## config.mk

```make
export PLATFORM = sky130hd
export DESIGN_NAME = stereo_att_ctrl
export DESIGN_NICKNAME = d
export VERILOG_FILES = /design/src/rtl/stereo_att_pkg.sv /design/src/rtl/stereo_att_rom.sv /design/src/rtl/stereo_att_calc.sv /design/src/rtl/stereo_att_regs.sv /design/src/rtl/stereo_att_sched.sv /design/src/rtl/stereo_att_ctrl.sv
export SDC_FILE = /design/constraint.sdc
export NUM_CORES = 1
export LEC_CHECK = 0
export ABC_AREA = 1
export BUFFER_PORTS_ARGS = -buffer_cell sky130_fd_sc_hd__buf_2
export CORE_ASPECT_RATIO = 1.25
export CORE_UTILIZATION = 44
export DETAILED_ROUTE_END_ITERATION = 6
export GPL_ROUTABILITY_DRIVEN = 0
export PLACE_DENSITY = 0.63
export SYNTH_ARGS = -nofsm -noshare
export SYNTH_HDL_FRONTEND = slang
export SYNTH_SLANG_ARGS = --single-unit
```

## constraint.sdc

```tcl
create_clock -name clk_i -period 22.2 [get_ports clk_i]
set_input_delay 1.11 -clock clk_i [delete_from_list [all_inputs] [get_ports clk_i]]
set_output_delay 1.11 -clock clk_i [all_outputs]
set_load 0.01 [all_outputs]
```

## src/rtl/stereo_att_pkg.sv

```systemverilog
package stereo_att_pkg;

  localparam int LOG_IW = 8;
  localparam int LOG_STEPS = 48;

  typedef enum logic [1:0] {ST_IDLE, ST_PRE, ST_UPD} wr_state_e;

  // largest index whose rounded dB value reaches k
  function automatic int log_thr(input int k);
    case (k)
      1: return 240;  2: return 214;  3: return 191;  4: return 170;
      5: return 151;  6: return 135;  7: return 120;  8: return 107;
      9: return 95;   10: return 85;  11: return 76;  12: return 67;
      13: return 60;  14: return 53;  15: return 48;  16: return 42;
      17: return 38;  18: return 34;  19: return 30;  20: return 27;
      21: return 24;  22: return 21;  23: return 19;  24: return 17;
      25: return 15;  26: return 13;  27: return 12;  28: return 10;
      29: return 9;   30: return 8;   31: return 7;   32: return 6;
      33: return 6;   34: return 5;   35: return 4;   36: return 4;
      37: return 3;   38: return 3;   39: return 3;   40: return 2;
      41: return 2;   42: return 2;   43: return 1;   44: return 1;
      45: return 1;   46: return 1;   47: return 1;   48: return 1;
      default: return 0;
    endcase
  endfunction

  function automatic logic [6:0] log_att(input int x);
    int n;
    n = 0;
    if (x == 0) return 7'd127;
    for (int k = 1; k <= LOG_STEPS; k++)
      if (x <= log_thr(k)) n++;
    return 7'(n);
  endfunction

endpackage

```

## src/rtl/stereo_att_rom.sv

```systemverilog
module stereo_att_rom
  import stereo_att_pkg::*;
(
  input  logic [LOG_IW-1:0] idx_i,
  output logic [6:0]        att_o
);
  localparam int DEPTH = 2 ** LOG_IW;

  logic [6:0] rom [DEPTH];

  for (genvar i = 0; i < DEPTH; i++) begin : g_rom
    assign rom[i] = log_att(i);
  end

  assign att_o = rom[idx_i];
endmodule

```

## src/rtl/stereo_att_calc.sv

```systemverilog
module stereo_att_calc
  import stereo_att_pkg::*;
#(
  parameter int VW = 7,
  parameter int MW = 8
) (
  input  logic [VW-1:0] ch_vol_i,
  input  logic [MW-1:0] m_vol_i,
  input  logic          mute_i,
  output logic [VW-1:0] code_o
);
  localparam int PW = VW + MW;
  localparam int VOL_MAX = 2 ** VW - 1;

  logic [PW-1:0]     prod;
  logic [LOG_IW-1:0] idx;
  logic [6:0]        att;

  assign prod = PW'(ch_vol_i) * PW'(m_vol_i);
  assign idx  = LOG_IW'(prod / PW'(VOL_MAX));

  stereo_att_rom u_rom (
    .idx_i (idx),
    .att_o (att)
  );

  assign code_o = mute_i ? '0 : VW'(VOL_MAX) - VW'(att);
endmodule

```

## src/rtl/stereo_att_regs.sv

```systemverilog
module stereo_att_regs #(
  parameter int NUM_CH  = 8,
  parameter int VW      = 7,
  parameter int MW      = 8,
  parameter int DW      = 8,
  parameter int AW      = 5,
  parameter int DIG_MAX = 128
) (
  input  logic                       clk_i,
  input  logic                       rst_ni,
  input  logic                       we_i,
  input  logic [AW-1:0]              addr_i,
  input  logic [DW-1:0]              wdata_i,
  input  logic [NUM_CH-1:0]          clr_ch_i,
  input  logic                       clr_dig_i,
  output logic [NUM_CH-1:0][VW-1:0]  ch_vol_o,
  output logic [NUM_CH-1:0]          ch_mute_o,
  output logic [1:0][MW-1:0]         m_vol_o,
  output logic [1:0]                 m_mute_o,
  output logic [DW-1:0]              dig_lvl_o,
  output logic [NUM_CH-1:0]          dirty_ch_o,
  output logic                       dirty_dig_o
);
  localparam int A_MUTE  = NUM_CH;
  localparam int A_MVOL  = 2 * NUM_CH;
  localparam int A_MMUTE = A_MVOL + 2;
  localparam int A_DIG   = A_MMUTE + 2;
  localparam int VOL_MAX = 2 ** VW - 1;

  logic [NUM_CH-1:0][VW-1:0] vol_d;
  logic [NUM_CH-1:0]         mute_d, set_ch;
  logic [1:0][MW-1:0]        mvol_d;
  logic [1:0]                mmute_d;
  logic [DW-1:0]             dig_d;
  logic                      set_dig;

  always_comb begin
    vol_d   = ch_vol_o;
    mute_d  = ch_mute_o;
    mvol_d  = m_vol_o;
    mmute_d = m_mute_o;
    dig_d   = dig_lvl_o;
    set_ch  = '0;
    set_dig = 1'b0;
    if (we_i) begin
      for (int i = 0; i < NUM_CH; i++) begin
        if (addr_i == AW'(i) && wdata_i <= DW'(VOL_MAX) &&
            wdata_i[VW-1:0] != ch_vol_o[i]) begin
          vol_d[i]  = wdata_i[VW-1:0];
          set_ch[i] = 1'b1;
        end
        if (addr_i == AW'(A_MUTE + i) && wdata_i[0] != ch_mute_o[i]) begin
          mute_d[i] = wdata_i[0];
          set_ch[i] = 1'b1;
        end
      end
      for (int s = 0; s < 2; s++) begin
        if ((addr_i == AW'(A_MVOL + s) && wdata_i[MW-1:0] != m_vol_o[s]) ||
            (addr_i == AW'(A_MMUTE + s) && wdata_i[0] != m_mute_o[s])) begin
          if (addr_i == AW'(A_MVOL + s)) mvol_d[s] = wdata_i[MW-1:0];
          else                           mmute_d[s] = wdata_i[0];
          for (int c = s; c < NUM_CH; c += 2) set_ch[c] = 1'b1;
        end
      end
      if (addr_i == AW'(A_DIG) && wdata_i <= DW'(DIG_MAX) && wdata_i != dig_lvl_o) begin
        dig_d   = wdata_i;
        set_dig = 1'b1;
      end
    end
  end

  always_ff @(posedge clk_i or negedge rst_ni) begin
    if (!rst_ni) begin
      ch_vol_o    <= '0;
      ch_mute_o   <= '1;
      m_vol_o     <= '0;
      m_mute_o    <= '1;
      dig_lvl_o   <= '0;
      dirty_ch_o  <= '0;
      dirty_dig_o <= 1'b0;
    end else begin
      ch_vol_o    <= vol_d;
      ch_mute_o   <= mute_d;
      m_vol_o     <= mvol_d;
      m_mute_o    <= mmute_d;
      dig_lvl_o   <= dig_d;
      // a fresh change wins over the scheduler's clear
      dirty_ch_o  <= (dirty_ch_o & ~clr_ch_i) | set_ch;
      dirty_dig_o <= (dirty_dig_o & ~clr_dig_i) | set_dig;
    end
  end
endmodule

```

## src/rtl/stereo_att_sched.sv

```systemverilog
module stereo_att_sched
  import stereo_att_pkg::*;
#(
  parameter int                 NUM_CH   = 8,
  parameter int                 VW       = 7,
  parameter int                 MW       = 8,
  parameter int                 DW       = 8,
  parameter int                 CAW      = 7,
  parameter int                 CDW      = 9,
  parameter logic [CAW-1:0]     DIG_ADDR = 7'h11
) (
  input  logic                       clk_i,
  input  logic                       rst_ni,
  input  logic [NUM_CH-1:0][VW-1:0]  ch_vol_i,
  input  logic [NUM_CH-1:0]          ch_mute_i,
  input  logic [1:0][MW-1:0]         m_vol_i,
  input  logic [1:0]                 m_mute_i,
  input  logic [DW-1:0]              dig_lvl_i,
  input  logic [NUM_CH-1:0]          dirty_ch_i,
  input  logic                       dirty_dig_i,
  output logic [NUM_CH-1:0]          clr_ch_o,
  output logic                       clr_dig_o,
  output logic                       req_o,
  output logic [CAW-1:0]             addr_o,
  output logic [CDW-1:0]             data_o,
  input  logic                       ack_i
);
  localparam int HALF = NUM_CH / 2;
  localparam int CW   = $clog2(NUM_CH);
  localparam logic [CDW-1:0] UPD_CH  = {2'b11, {(CDW-2){1'b0}}};
  localparam logic [CDW-1:0] UPD_DIG = {1'b1, {(CDW-1){1'b0}}};
  localparam int DIG_OFS = 2 ** VW - 1;

  wr_state_e      state_q;
  logic [CAW-1:0] addr_q;
  logic [CDW-1:0] data_q;
  logic           dig_q;

  logic           found, sel_dig;
  logic [CW-1:0]  sel_ch;
  logic [VW-1:0]  ch_code;
  logic [DW-1:0]  dig_code;

  // evens ascending, odds ascending, digital master last
  always_comb begin
    found   = 1'b0;
    sel_dig = 1'b0;
    sel_ch  = '0;
    for (int j = 0; j < NUM_CH; j++) begin
      int c;
      c = (j < HALF) ? 2 * j : 2 * (j - HALF) + 1;
      if (!found && dirty_ch_i[c]) begin
        found  = 1'b1;
        sel_ch = CW'(c);
      end
    end
    if (!found && dirty_dig_i) begin
      found   = 1'b1;
      sel_dig = 1'b1;
    end
  end

  stereo_att_calc #(.VW(VW), .MW(MW)) u_calc (
    .ch_vol_i (ch_vol_i[sel_ch]),
    .m_vol_i  (m_vol_i[sel_ch[0]]),
    .mute_i   (ch_mute_i[sel_ch] | m_mute_i[sel_ch[0]]),
    .code_o   (ch_code)
  );

  assign dig_code = (dig_lvl_i == '0) ? '0 : dig_lvl_i + DW'(DIG_OFS);

  always_comb begin
    clr_ch_o  = '0;
    clr_dig_o = 1'b0;
    if (state_q == ST_IDLE && found) begin
      if (sel_dig) clr_dig_o = 1'b1;
      else         clr_ch_o[sel_ch] = 1'b1;
    end
  end

  always_ff @(posedge clk_i or negedge rst_ni) begin
    if (!rst_ni) begin
      state_q <= ST_IDLE;
      addr_q  <= '0;
      data_q  <= '0;
      dig_q   <= 1'b0;
    end else begin
      case (state_q)
        ST_IDLE: if (found) begin
          state_q <= ST_PRE;
          dig_q   <= sel_dig;
          if (sel_dig) begin
            addr_q <= DIG_ADDR;
            data_q <= CDW'(dig_code);
          end else begin
            addr_q <= CAW'(sel_ch);
            data_q <= CDW'(ch_code);
          end
        end
        ST_PRE: if (ack_i) begin
          state_q <= ST_UPD;
          data_q  <= data_q | (dig_q ? UPD_DIG : UPD_CH);
        end
        ST_UPD: if (ack_i) state_q <= ST_IDLE;
        default: state_q <= ST_IDLE;
      endcase
    end
  end

  assign req_o  = (state_q != ST_IDLE);
  assign addr_o = addr_q;
  assign data_o = data_q;
endmodule

```

## src/rtl/stereo_att_ctrl.sv

```systemverilog
module stereo_att_ctrl #(
  parameter int             NUM_CH   = 8,
  parameter int             VW       = 7,
  parameter int             MW       = 8,
  parameter int             DW       = 8,
  parameter int             AW       = 5,
  parameter int             CAW      = 7,
  parameter int             CDW      = 9,
  parameter logic [CAW-1:0] DIG_ADDR = 7'h11,
  parameter int             DIG_MAX  = 128
) (
  input  logic           clk_i,
  input  logic           rst_ni,
  input  logic           cfg_we_i,
  input  logic [AW-1:0]  cfg_addr_i,
  input  logic [DW-1:0]  cfg_wdata_i,
  output logic           wr_req_o,
  output logic [CAW-1:0] wr_addr_o,
  output logic [CDW-1:0] wr_data_o,
  input  logic           wr_ack_i
);
  logic [NUM_CH-1:0][VW-1:0] ch_vol;
  logic [NUM_CH-1:0]         ch_mute, dirty_ch, clr_ch;
  logic [1:0][MW-1:0]        m_vol;
  logic [1:0]                m_mute;
  logic [DW-1:0]             dig_lvl;
  logic                      dirty_dig, clr_dig;

  stereo_att_regs #(
    .NUM_CH(NUM_CH), .VW(VW), .MW(MW), .DW(DW), .AW(AW), .DIG_MAX(DIG_MAX)
  ) u_regs (
    .clk_i       (clk_i),
    .rst_ni      (rst_ni),
    .we_i        (cfg_we_i),
    .addr_i      (cfg_addr_i),
    .wdata_i     (cfg_wdata_i),
    .clr_ch_i    (clr_ch),
    .clr_dig_i   (clr_dig),
    .ch_vol_o    (ch_vol),
    .ch_mute_o   (ch_mute),
    .m_vol_o     (m_vol),
    .m_mute_o    (m_mute),
    .dig_lvl_o   (dig_lvl),
    .dirty_ch_o  (dirty_ch),
    .dirty_dig_o (dirty_dig)
  );

  stereo_att_sched #(
    .NUM_CH(NUM_CH), .VW(VW), .MW(MW), .DW(DW),
    .CAW(CAW), .CDW(CDW), .DIG_ADDR(DIG_ADDR)
  ) u_sched (
    .clk_i       (clk_i),
    .rst_ni      (rst_ni),
    .ch_vol_i    (ch_vol),
    .ch_mute_i   (ch_mute),
    .m_vol_i     (m_vol),
    .m_mute_i    (m_mute),
    .dig_lvl_i   (dig_lvl),
    .dirty_ch_i  (dirty_ch),
    .dirty_dig_i (dirty_dig),
    .clr_ch_o    (clr_ch),
    .clr_dig_o   (clr_dig),
    .req_o       (wr_req_o),
    .addr_o      (wr_addr_o),
    .data_o      (wr_data_o),
    .ack_i       (wr_ack_i)
  );
endmodule

```

==> results <==
- The number of placed instances, taps included, is between 1,500 and 2,000.
- The die is between 100 and 150 um wide.
- The number of nets in the finished design is about 1,600.
- The placeable core region is roughly 23,000 um2.
- After layout, the minimum clock period comes to between 10 and 15 ns.
- Clock-pin slew was measured on the worst setup and hold paths at about 0.06 ns.
- The number of clock buffers added by TritonCTS is 17.
- The path with the worst hold slack has its endpoint at u_sched.addr_o[2].
- On the final layout, the worst clock skew is between 0.009 and 0.01 ns.
- The area share of the leading cell type in the synthesized netlist is roughly 25%.
- The worst max-slew margin expressed relative to the limit is approximately a quarter.
- Compared with the post-synthesis result, the final layout area differs by 8.54%.
- The post-DP HPWL is 22,900 um.
- Counting instances, the worst hold path has a depth of 2.
- After synthesis, the cell types taking the most area are sky130_fd_sc_hd__dfrtp_1 (25%), sky130_fd_sc_hd__nand2_1 (15%), sky130_fd_sc_hd__o21ai_0 (6.4%).
- Setup violations remaining at the end of the flow were counted as 0.
- Across all hold checks on the routed design, the worst slack comes to slightly below 0.5 ns.
- For the worst-skew pair, the clock arrives at the later sink with an insertion delay of 0.42 ns.
- The area taken by flip-flops and latches is 2870 um2.
- Buffers placed on the I/O ports in this run total 30.
- The initial antenna violation count is 0.
- The routed layout has about 10,000 vias.
- The wire length after detailed routing is about 30,000 um.
- The initial standard-cell utilization of the core is between 40% and 50%.
- The footprint of the multi-input gates is 6760 um2.
- The number of setup buffers added after CTS is 0.
- The checks that failed: design-rule violations.
- The endpoint arrival time on the critical path is between 10 and 15 ns.
- The first global-routing pass estimated about 50,000 um of wire.
- The category of the critical setup timing path is reg -> reg.
- The critical path startpoint category is a register.
- The reg-to-reg critical path endpoint is u_sched.data_o[1].
- The Yosys step of the flow raised 0 warnings.
- The finished layout holds 1,835 standard cells, fillers aside.
- The part of the cycle the worst path needs is between 50% and 60%.
- 34 I/O pins were placed.
- The die is 175 um tall.
- In the routed design, unresolved DRC markers number 2.
- For the worst flop-to-flop path, the logic depth is 86.
- The library cell appearing most often on the critical path is sky130_fd_sc_hd__nand2_1.
- The count of flip-flops with a built-in enable after synthesis is 0.
- Entering global routing, the biggest net connects 73 pins.
- The cell count after synthesis is 1,533.
- The dominant register cell in the synthesized netlist is sky130_fd_sc_hd__dfrtp_1.
- In this run the remaining antenna-violating nets after routing total 0.
- The cell at the slowest stage of the critical path is sky130_fd_sc_hd__inv_1.
- The share of final-layout standard cells stronger than drive strength 1 is 10.1%.
- The via density per instance is between 5 and 6.
- The number of pins with negative max-slew slack in the final report is 0.
- The number of distinct library cells after synthesis is around 60.
- After detailed routing, the average wire length per cell comes to between 15 and 20 um.
- The total routing resource utilization after global routing is 25.6%.
- On the worst path, the slowest cell contributes a delay of approximately 0.56 ns.
- Of all nets on the critical path, the largest fanout is 47.
- The longest clock path from root to sink contains 2 buffers.
- 0 antenna diodes ended up in the layout.
- The count of final hold-check violations is 0.
- The number of detailed-routing iterations run before antenna repair is 7.
- The worst-margin pin slew is approximately 1.1 ns.
- In this run, synthesis produced a sequential element count of 114.
- The proportion of synthesized chip area in sequential cells is a little over a quarter.
- The synthesized design spends more area on one cell type than any other, namely sky130_fd_sc_hd__dfrtp_1.
- The clock net in this run drives a total of roughly 110 sinks.
- STA puts the critical path data required time at ~23 ns.
- The layout has between 2,000 and 2,500 filler cells.
- The number of hold buffers added after CTS was 0.
- Setup repair after global routing left no endpoint under its margin.
- The via count of the first global-routing pass is approximately 10,000.
- Setup slack on the worst reg-to-reg path comes out at a little over 9 ns.
- The count of cells resized by post-cts repair is 0.
- In this run, the number of DRC markers left after iteration 0 of detailed routing was 659.
- The cell area after synthesis is around 11,000 um2.
- The fraction of registers with async set or reset after synthesis is 100%.
- Across the run, the number of max-cap violations was 0.
- The startpoint of the most critical hold path is u_sched.addr_o[2].
- In this run the critical register-to-register path is launched from u_regs.dirty_ch_o[0].
- The die outline area is 24,600 um2.
- The H-tree generated during clock tree synthesis spans 4 levels.
- Static timing analysis puts the maximum clock frequency at 76.0 MHz.
- For this run the aggregate overflow at the end of global routing stands at 0.
- The most common cell after layout, fill and taps aside is sky130_fd_sc_hd__nand2_1.
- TritonCTS built the clock tree.
- The element type at the critical path end is a register.
- Summed over all failing endpoints, the final setup total negative slack is 0 ns.
- In the layout the commonest cells are sky130_fd_sc_hd__nand2_1 (409), sky130_fd_sc_hd__inv_1 (169), sky130_fd_sc_hd__nor2_1 (156).
- After floorplanning, the core was divided into 62 placement rows.
- The root buffer cell chosen for the clock tree is sky130_fd_sc_hd__clkbuf_16.
- The type of the tightest min-delay check is reg -> reg.
- The flow ran to the end, but the final reports show violations.
- The mean instance size in the synthesized netlist is just under 7 um2.
==> state kept, by name (all words and copies together) (netlist names) <==
name                flops
u_regs.ch_vol_o        56
u_regs.m_vol_o         16
u_sched.data_o          9
u_regs.ch_mute_o        8
u_regs.dig_lvl_o        8
u_regs.dirty_ch_o       8
u_sched.addr_o          4
u_regs.m_mute_o         2
u_sched.state_q         2
u_regs.dirty_dig_o      1
==> per-layer routing <==
| metal | wire, um | GRT usage, % | part of all wire (%) | up-vias |
|---|---|---|---|---|
| met5 | 0 | 0 | 0 | - |
| met4 | 1220 | 12.0 | 4.1 | 0 |
| met3 | 950 | 2.90 | 3.2 | 71 |
| met2 | 15300 | 47.4 | 51 | 255 |
| met1 | 12400 | 29.3 | 42 | 4713 |
| li1 | - | - | - | 4977 |
==> stage by stage <==
step	worst slack (ns)	util [%]	area (um2)
after global placement	9.56	46.8	10900
after CTS	9.24	49.2	11400
after detailed placement	9.27	46.8	10900
final	9.05	49.2	11400
after floorplan	11.15	-	10600
after global routing	7.78	49.2	11400
==> final cells by class <==
class                      instances  share of cell area (%)
multi-input combinational       1178                    59.0
inverter                         187                    6.13
timing repair buffer              36                    1.73
tap                              288                    3.15
sequential                       114                    25.0
clock inverter                    13                    1.13
clock buffer                      19                    3.78
==> logic make-up after synthesis <==
kind of cell | synth area share [%]
AO/OA/AOI/OAI | 13.0
XOR/XNOR | 6.70
adder cells (fa/ha/maj) | 11.1
buffers and inverters | 8.88
flip-flops | 27.2
other | 0.0356
AND/OR/NAND/NOR | 33.1
==> Yosys cell counts (21+ instances only) <==
cell and number:
sky130_fd_sc_hd__nand2_1 409, sky130_fd_sc_hd__inv_1 169, sky130_fd_sc_hd__nor2_1 156, sky130_fd_sc_hd__o21ai_0 134, sky130_fd_sc_hd__dfrtp_1 104, sky130_fd_sc_hd__nand3_1 76, sky130_fd_sc_hd__ha_1 47, sky130_fd_sc_hd__a21oi_1 44
sky130_fd_sc_hd__nand4_1 44, sky130_fd_sc_hd__clkbuf_1 40, sky130_fd_sc_hd__xor2_1 40, sky130_fd_sc_hd__xnor2_1 37, sky130_fd_sc_hd__fa_1 29, sky130_fd_sc_hd__nand2_2 21
==> worst max-delay path, delay by kind of cell (launching register included) <==
| family | cells | cell delay [ns] |
|---|---|---|
| adders and majority gates | 8 | 3.04 |
| and+or+nand+nor | 59 | 6.63 |
| buffers and inverters | 12 | 1.74 |
| DFF | 1 | 0.40 |
| AOI/OAI and AO/OA | 7 | 1.12 |
==> how the worst max path moves through the flow <==
| stage | start | end | slack (ns) | cells after the start |
|---|---|---|---|---|
| finish | u_regs.dirty_ch_o[0] | u_sched.data_o[1] | 9.05 | 86 |
| global route | u_regs.dirty_ch_o[0] | u_sched.data_o[0] | 7.78 | 84 |
| CTS | u_regs.dirty_ch_o[0] | u_sched.data_o[1] | 9.24 | 86 |
| detailed placement | u_regs.dirty_ch_o[0] | u_sched.data_o[1] | 9.27 | 86 |
| global placement | u_regs.dirty_ch_o[0] | u_sched.data_o[1] | 9.56 | 85 |
| floorplan | u_regs.dirty_ch_o[0] | u_sched.data_o[0] | 11.15 | 90 |
Power is left out: the tool's default activity adds up to more than one toggle a clock period on the data nets, which glitch-free logic cannot reach.
